[src/rtl/wdog_pkg.sv]
package wdog_pkg;
  localparam int SEL_W    = 4;
  localparam int DATA_W   = 8;
  localparam int BIT_EN   = 4;
  localparam int BIT_CHG  = 5;
  localparam int BIT_IRQ  = 6;
  localparam int BIT_FLAG = 0;

  // Strobes from the control side to the counter datapath
  typedef struct packed {
    logic             run;      // watchdog effectively enabled
    logic             restart;  // watchdog-reset instruction
    logic [SEL_W-1:0] tapSel;   // raw period select code
  } wdStrobe_t;
endpackage

[src/rtl/wdog_count.sv]
module wdog_count
  import wdog_pkg::*;
#(
  parameter int MIN_EXP  = 11,
  parameter int NUM_TAPS = 10
) (
  input  logic      clk,
  input  logic      rstN,
  input  wdStrobe_t strobe,
  output logic      expire
);
  localparam int CW = MIN_EXP + NUM_TAPS - 1;
  localparam logic [SEL_W-1:0] LAST_SEL = SEL_W'(NUM_TAPS - 1);

  logic [CW-1:0] cnt;
  logic [CW-1:0] tapLim [NUM_TAPS];
  logic [CW-1:0] limSel;
  logic [SEL_W-1:0] tapIdx;

  // terminal count of each prescaler tap
  for (genvar g = 0; g < NUM_TAPS; g++) begin : g_tap
    assign tapLim[g] = CW'((64'd1 << (MIN_EXP + g)) - 64'd1);
  end

  // reserved codes fold onto the longest tap
  assign tapIdx = (strobe.tapSel > LAST_SEL) ? LAST_SEL : strobe.tapSel;

  always_comb begin
    limSel = tapLim[NUM_TAPS-1];
    for (int i = 0; i < NUM_TAPS; i++) begin
      if (tapIdx == SEL_W'(i)) limSel = tapLim[i];
    end
  end

  assign expire = strobe.run && !strobe.restart && (cnt >= limSel);

  always_ff @(posedge clk) begin
    if (!rstN) begin
      cnt <= '0;
    end else if (!strobe.run || strobe.restart || expire) begin
      cnt <= '0;
    end else begin
      cnt <= cnt + CW'(1);
    end
  end
endmodule

[src/rtl/wdog_ctrl.sv]
module wdog_ctrl
  import wdog_pkg::*;
#(
  parameter int WIN_CYC = 4
) (
  input  logic              clk,
  input  logic              rstN,
  input  logic              lockMode,
  input  logic              regWrEn,
  input  logic              regSel,
  input  logic [DATA_W-1:0] regWrData,
  input  logic              kick,
  input  logic              expire,
  output wdStrobe_t         strobe,
  output logic [DATA_W-1:0] ctrlRdData,
  output logic [DATA_W-1:0] statRdData,
  output logic              rstReq,
  output logic              irq
);
  localparam int WW = $clog2(WIN_CYC + 1);

  logic [SEL_W-1:0] perSel;
  logic             enBit;
  logic             intEn;
  logic             flag;
  logic [WW-1:0]    winLeft;
  logic             winOpen;
  logic             enEff;
  logic             ctrlWr;
  logic             statWr;
  logic             openWr;
  logic             commitWr;
  logic             unusedBits;

  assign winOpen  = (winLeft != '0);
  assign enEff    = enBit | lockMode | flag;
  assign ctrlWr   = regWrEn && !regSel;
  assign statWr   = regWrEn && regSel;
  assign openWr   = ctrlWr && regWrData[BIT_CHG] && regWrData[BIT_EN];
  assign commitWr = ctrlWr && !regWrData[BIT_CHG] && winOpen;
  assign unusedBits = regWrData[DATA_W-1];

  // change window countdown
  always_ff @(posedge clk) begin
    if (!rstN) begin
      winLeft <= '0;
    end else if (openWr) begin
      winLeft <= WW'(WIN_CYC);
    end else if (commitWr) begin
      winLeft <= '0;
    end else if (winOpen) begin
      winLeft <= winLeft - WW'(1);
    end
  end

  // guarded and direct control fields
  always_ff @(posedge clk) begin
    if (!rstN) begin
      perSel <= '0;
      enBit  <= 1'b0;
      intEn  <= 1'b0;
    end else begin
      if (ctrlWr) intEn <= regWrData[BIT_IRQ];
      if (commitWr) begin
        perSel <= regWrData[SEL_W-1:0];
        if (!lockMode) enBit <= regWrData[BIT_EN];
      end
    end
  end

  // time-out outputs and reset flag
  always_ff @(posedge clk) begin
    if (!rstN) begin
      rstReq <= 1'b0;
      irq    <= 1'b0;
      flag   <= 1'b0;
    end else begin
      rstReq <= expire && !intEn;
      irq    <= expire && intEn;
      if (expire && !intEn) begin
        flag <= 1'b1;
      end else if (statWr && !regWrData[BIT_FLAG]) begin
        flag <= 1'b0;
      end
    end
  end

  assign strobe.run     = enEff;
  assign strobe.restart = kick;
  assign strobe.tapSel  = perSel;

  assign ctrlRdData = {1'b0, intEn, winOpen, enEff, perSel};
  assign statRdData = {{(DATA_W-1){1'b0}}, flag};
endmodule

[src/rtl/wdog_timed_lock.sv]
module wdog_timed_lock
  import wdog_pkg::*;
#(
  parameter int MIN_EXP  = 11,
  parameter int NUM_TAPS = 10,
  parameter int WIN_CYC  = 4
) (
  input  logic        clk,
  input  logic        rstN,
  input  logic        lockMode,
  input  logic        regWrEn,
  input  logic        regSel,
  input  logic [7:0]  regWrData,
  input  logic        kick,
  output logic [7:0]  ctrlRdData,
  output logic [7:0]  statRdData,
  output logic        rstReq,
  output logic        irq
);
  wdStrobe_t strobe;
  logic      expire;

  wdog_ctrl #(.WIN_CYC(WIN_CYC)) u_ctrl (
    .clk        (clk),
    .rstN       (rstN),
    .lockMode   (lockMode),
    .regWrEn    (regWrEn),
    .regSel     (regSel),
    .regWrData  (regWrData),
    .kick       (kick),
    .expire     (expire),
    .strobe     (strobe),
    .ctrlRdData (ctrlRdData),
    .statRdData (statRdData),
    .rstReq     (rstReq),
    .irq        (irq)
  );

  wdog_count #(.MIN_EXP(MIN_EXP), .NUM_TAPS(NUM_TAPS)) u_count (
    .clk    (clk),
    .rstN   (rstN),
    .strobe (strobe),
    .expire (expire)
  );
endmodule

[config.mk]
export PLATFORM = sky130hd
export DESIGN_NAME = wdog_timed_lock
export DESIGN_NICKNAME = d
export VERILOG_FILES = /design/src/rtl/wdog_pkg.sv /design/src/rtl/wdog_count.sv /design/src/rtl/wdog_ctrl.sv /design/src/rtl/wdog_timed_lock.sv
export SDC_FILE = /design/constraint.sdc
export NUM_CORES = 1
export LEC_CHECK = 0
export ABC_CLOCK_PERIOD_IN_PS = 6330
export BUFFER_PORTS_ARGS = -buffer_cell sky130_fd_sc_hd__buf_2
export CAP_MARGIN = 10
export CORE_MARGIN = 2
export CORE_UTILIZATION = 55
export DETAILED_ROUTE_END_ITERATION = 16
export GPL_ROUTABILITY_DRIVEN = 0
export GPL_TIMING_DRIVEN = 1
export PLACE_DENSITY = 0.78
export SETUP_SLACK_MARGIN = 0.4
export SLEW_MARGIN = 30
export SYNTH_ARGS = -nofsm -noshare
export SYNTH_HDL_FRONTEND = slang
export SYNTH_SLANG_ARGS = --single-unit
[constraint.sdc]
create_clock -name clk -period 6.33 [get_ports clk]
set_input_delay 0.633 -clock clk [delete_from_list [all_inputs] [get_ports clk]]
set_output_delay 0.633 -clock clk [all_outputs]
set_load 0.005 [all_outputs]
# == Word level (Yosys, flattened, before mapping) ==
# Index checks and enable logic that the tools add are counted.
# classes
order_cmp,2
muxes,16
eq_ne,9
bitwise,4
add_sub_neg,2
n_reduce_logical,26
# ops
cell,count
two-way mux 20 bit,10
"adder 20 x 1 -> 20 bit, second input constant",1
greater-or-equal comparator 20 bit,1
"== test 4 x 3 -> 1 bit, second input constant",4
logical AND 1 bit,11
two-way mux 3 bit,3
"== test 4 x 2 -> 1 bit, second input constant",2
"== test 4 bit, second input constant",2
zero test 1 bit,6
nonzero test 3 bit,2
"== test 4 x 1 -> 1 bit, second input constant",1
"> comparator 4 bit, second input constant",1
zero test 4 bit,1
two-way mux 4 bit,1
OR reduction 3 bit,1
"subtractor 3 x 1 -> 3 bit, second input constant",1
logical OR 1 bit,2
two-way mux 1 bit,2
inverter 1 bit,2
OR 1 bit,2
AND reduction 2 bit,1
nonzero test 2 bit,1
OR reduction 2 bit,1
# totals
out_inout_bits,18
elab_cells,68
register_bits,32
input_bits,14

# == Longest topological paths before layout ==
# depth
ltp_word,17
mapped_depth,9
ltp_nobuf,7

# == Cells and area by module ==
# A second synthesis with hierarchy kept.
# hier_totals
cells_unflattened,217
hier_area_um2,1894.3
# modules_own_cells
mod,instances,area_per_inst_um2,seq_area_each_um2,cells_per_inst
wdog_count,1,1188.6,400.4,140
wdog_ctrl,1,705.7,240.2,77

# == Worst setup path after synthesis ==
# No wires, ideal clock.
# synth_timing
path_kind,flip-flop to flip-flop
start,reg u_ctrl.perSel[3]
end,reg u_count.cnt[10]
path_stages_with_launch,10
arrival_time_ps,2241
synth_period_minus_slack_ps,2319
n_path_buf,2
setup_ps,78
slack_ps,4011
required_time_ps,6252
path_cell_list,dfxtp_1 -> clkbuf_1 -> o21ai_0 -> and2_1 -> ha_1 -> and2_1 -> a221o_1 -> a211o_1 -> clkbuf_1 -> nor3_1
# synth_between
elab_chain_cells,17
word_cells_on_any_way,26
cone_classes,order compare (2); eq/ne (9); mux (11); reduce/logical (4)
# synth_rtl
element,line,text
start: declaration,wdog_ctrl.sv:22,logic [SEL_W-1:0] perSel;
start signal: assignment,wdog_ctrl.sv:65,perSel <= regWrData[SEL_W-1:0];
> comparator 4 bit,wdog_count.sv:26,assign tapIdx = (strobe.tapSel > LAST_SEL) ? LAST_SEL : strobe.tapSel;
two-way mux 4 bit *,wdog_count.sv:26,
zero test 4 bit,wdog_count.sv:31,if (tapIdx == SEL_W'(i)) limSel = tapLim[i];
two-way mux 20 bit (9 in a row),wdog_count.sv:31,
two-way mux 20 bit *,wdog_count.sv:31,
greater-or-equal comparator 20 bit *,wdog_count.sv:35,assign expire = strobe.run && !strobe.restart && (cnt >= limSel);
logical AND 1 bit *,wdog_count.sv:35,
logical OR 1 bit *,wdog_count.sv:40,end else if (!strobe.run || strobe.restart || expire) begin
OR reduction 2 bit (no source line) *,n/a,
end signal: assignment,wdog_count.sv:43,cnt <= cnt + CW'(1);
end: declaration,wdog_count.sv:15,logic [CW-1:0] cnt;
# Mark *: on every way between the ends. The rest lies on a longest branch, timed or not.
# A chain may end at the register's enable or synchronous reset.

# == Worst setup path in the final report ==
# layout_timing
start,reg u_ctrl.perSel[2]
end,reg u_count.cnt[18]
# The elaborated chain is that of the path after synthesis.

==> impl_metrics.py <==
metrics = {
    "outcome": {
        "status": "complete, no violations",
    },
    "setup_path": {
        "critPathLaunchType": "register",
        "worstSetupEndpointType": "register",
        "cp_max_fo": 20,
        "path_buf_inv": 0,
        "cpMaxStageDelayCell": "a211o_1",
        "crit_chain": "o21ai_0, and2_1, ha_1, and2_1, a221o_1, a211o_1, a211oi_1",
        "required_ps": 6580,
        "crit_cells": 7,
        "crit_family": "compound AO/OA/AOI/OAI gates",
        "path_class": "register to register",
        "critPathMaxStageDelay_ps": 560,
        "cp_common_cell": "and2_1",
        "reg2reg_depth": 7,
        "cp.arrival_ps": 2770,
    },
    "cts": {
        "cts.sinks": 32,
        "cts_tree": "done",
        "clockBufferDepth": 2,
        "cts-root-buf": "clkbuf_4",
        "cts_resized": 0,
        "clkLatencyLatePin_ps": 330,
        "cts_setup_buffers": 0,
        "htree_levels": 2,
        "cts.clk_slew.worst_paths_ps": 90,
        "holdBufCountCts": 0,
        "cts_buffers": 5,
    },
    "final_layout": {
        "fill_cells": 305,
        "fin_cells": 271,
        "design_area_um2": 1980,
        "drive_gt1_share_pct": 15.6,
        "area_growth_pct": 6.69,
        "fin_nets": 250,
        "n_antenna_cell": 0,
        "final_util_pct": 60.2,
    },
    "flow_run": {
        "drv_cap": 0,
    },
    "place": {
        "dp_slack_ps": 3790,
        "placed_cell_area_um2": 1920,
        "detailed_place_hpwl_um": 2450,
        "dp.cells": 263,
        "port_buffers": 22,
    },
    "timing": {
        "fin_worst_skew_ps": 5.32,
        "fin_crit_sh_pct": 39.8,
        "setup_viol": 0,
        "rsz0062_at_grt": "no",
        "hold_viol_final": 0,
        "worst_slew_pin_slew_ps": 659,
        "setup_tns_ps": 0,
        "slew_viol_final": 0,
        "fin_hold_ws_ps": 495,
        "layout_setup_ws_ps": 3810,
        "max_clock_freq_mhz": 397,
        "max-slew-margin-rel_pct": 56.1,
        "period_needed_ps": 2520,
    },
    "yosys": {
        "synth_top_area_share_pct": 34.6,
        "synth-main-ff-cell": "dfxtp_1",
        "synth_area_leader_cell": "dfxtp_1",
        "yosys-top-cells-count": "dfxtp_1, nor3_1, buf_4, ha_1",
        "synth.most_common_cell": "dfxtp_1",
        "synth.distinct_cells": 45,
        "avgSynthCellArea_um2": 8.86,
        "ys_ff_latch": 32,
        "yosys_warnings": 0,
        "async_flop_share_pct": 0,
        "synth_area_leaders": "dfxtp_1, ha_1, buf_4, nor3_1, xnor2_1",
        "yosysSeqAreaShare_pct": 34.6,
        "synth_edf_count": 0,
        "syn_inst": 209,
        "syn_area_um2": 1850,
    },
    "floorplanning": {
        "coreArea_um2": 3280,
        "dieArea_um2": 3850,
        "ios": 32,
        "rows": 21,
        "die_width_um": 62.0,
        "initial_core_util_pct": 56.4,
        "die_h_um": 62.0,
    },
    "detailed_routing": {
        "ant_nets": 0,
        "via_per_inst": 5.42,
        "dr.pass1.iters": 4,
        "totalWireLength_um": 3290,
        "drcViolationCount": 0,
        "wl_per_cell_um": 12.1,
        "via_count": 1468,
        "drtIter0Drc": 39,
    },
    "global_routing": {
        "grt-ovfl-total": 0,
        "grt_pass1_vias": 1296,
        "antenna_found_initial": 0,
        "grt.total_usage_pct": 19.5,
        "grt_start_max_net_pins": 21,
        "grt_pass1_wl_um": 5510,
    },
    "power_and_ir_drop": {
        "p_per_area_nw_per_um2": 214,
        "p_int_uw": 305,
        "peakVddDrop_mv": 0.119,
        "p_sw_uw": 118,
        "pwr-share-comb_pct": 19.8,
        "power.total_uw": 423,
        "switching_share_pct": 27.9,
        "p_leak_nw": 0.746,
        "seq_power_share_pct": 51.9,
        "power.share.clock_pct": 28.3,
    },
    "worst_hold_path": {
        "hold_path_class": "register to register",
        "min_path_cells": 2,
    },
}
## kinds of logic (layout without fill, tap and decap cells)
logic type / count (synthesis) / count (layout) / share of synthesized area [%]
and+or+nand+nor: 84 / 84 / 26.3
buffers and inverters: 28 / 37 / 8.58
muxes: 6 / 6 / 3.31
xor gates and xnor gates: 14 / 14 / 6.62
AOI/OAI and AO/OA: 32 / 32 / 12.3
adders and majority gates: 12 / 12 / 8.11
DFF: 32 / 32 / 34.6
other: 1 / 8 / 0.203
## cells in the final DEF, fill, tap and decap left out, types with 7 or more instances in the layout
| cell type | n |
|---|---|
| a211oi_1 | 7 |
| buf_2 | 22 |
| conb_1 | 8 |
| dfxtp_1 | 32 |
| ha_1 | 12 |
| nand2_1 | 11 |
| nand3_1 | 11 |
| nor3_1 | 18 |
| xnor2_1 | 7 |
| xor2_1 | 7 |
## sequential cells by signal, summed over array words and instances (netlist names)
| register | cells |
|---|---|
| u_count.cnt | 20 |
| u_ctrl.enBit | 1 |
| u_ctrl.flag | 1 |
| u_ctrl.intEn | 1 |
| u_ctrl.irq | 1 |
| u_ctrl.perSel | 4 |
| u_ctrl.rstReq | 1 |
| u_ctrl.winLeft | 3 |
## routing by layer
metal | part of all wire (%) | wire, µm | track usage, % | vias up
met5 | 0 | 0 | 0 | -
met4 | 2.4 | 80 | 9.73 | 0
met3 | 3.4 | 112 | 5.59 | 8
met2 | 47 | 1560 | 31.3 | 21
met1 | 47 | 1530 | 23.9 | 670
li1 | - | - | - | 769
## worst register-to-register path, cell delays in order (launching register included)
cell      delay (ps)
dfxtp_1          500
o21ai_0          130
and2_1           170
ha_1             280
and2_1           190
a221o_1          320
a211o_1          560
a211oi_1         300
## power groups by stage
stage	Combinational [mW]	Sequential (mW)	Clock (mW)
4_1_cts	0.0850	0.220	0.125
5_1_grt	0.0992	0.221	0.132
3_3_place_gp	0.0813	0.224	0
2_1_floorplan	0.0774	0.221	0
3_5_place_dp	0.0844	0.224	0
6_report	0.0837	0.220	0.120
## final cells by class
| cell class | count | area (µm²) | area share, % |
|---|---|---|---|
| inverters | 6 | 22.5 | 1.14 |
| clock buffers | 8 | 58.8 | 2.98 |
| flip-flops and latches | 32 | 641 | 32.4 |
| multi-input cells | 156 | 1080 | 54.6 |
| repair buffers | 23 | 118 | 5.95 |
| well taps | 46 | 57.6 | 2.91 |
## path summary, 6_finish.rpt
path                     startpoint                end  slack, ps
setup reg to reg   u_ctrl.perSel[2]    u_count.cnt[18]       3810
setup / recovery   u_ctrl.perSel[2]    u_count.cnt[18]       3810
hold / removal    u_ctrl.winLeft[1]  u_ctrl.winLeft[1]        500
hold reg to reg   u_ctrl.winLeft[1]  u_ctrl.winLeft[1]        500
(Power assumes the default switching activity.)
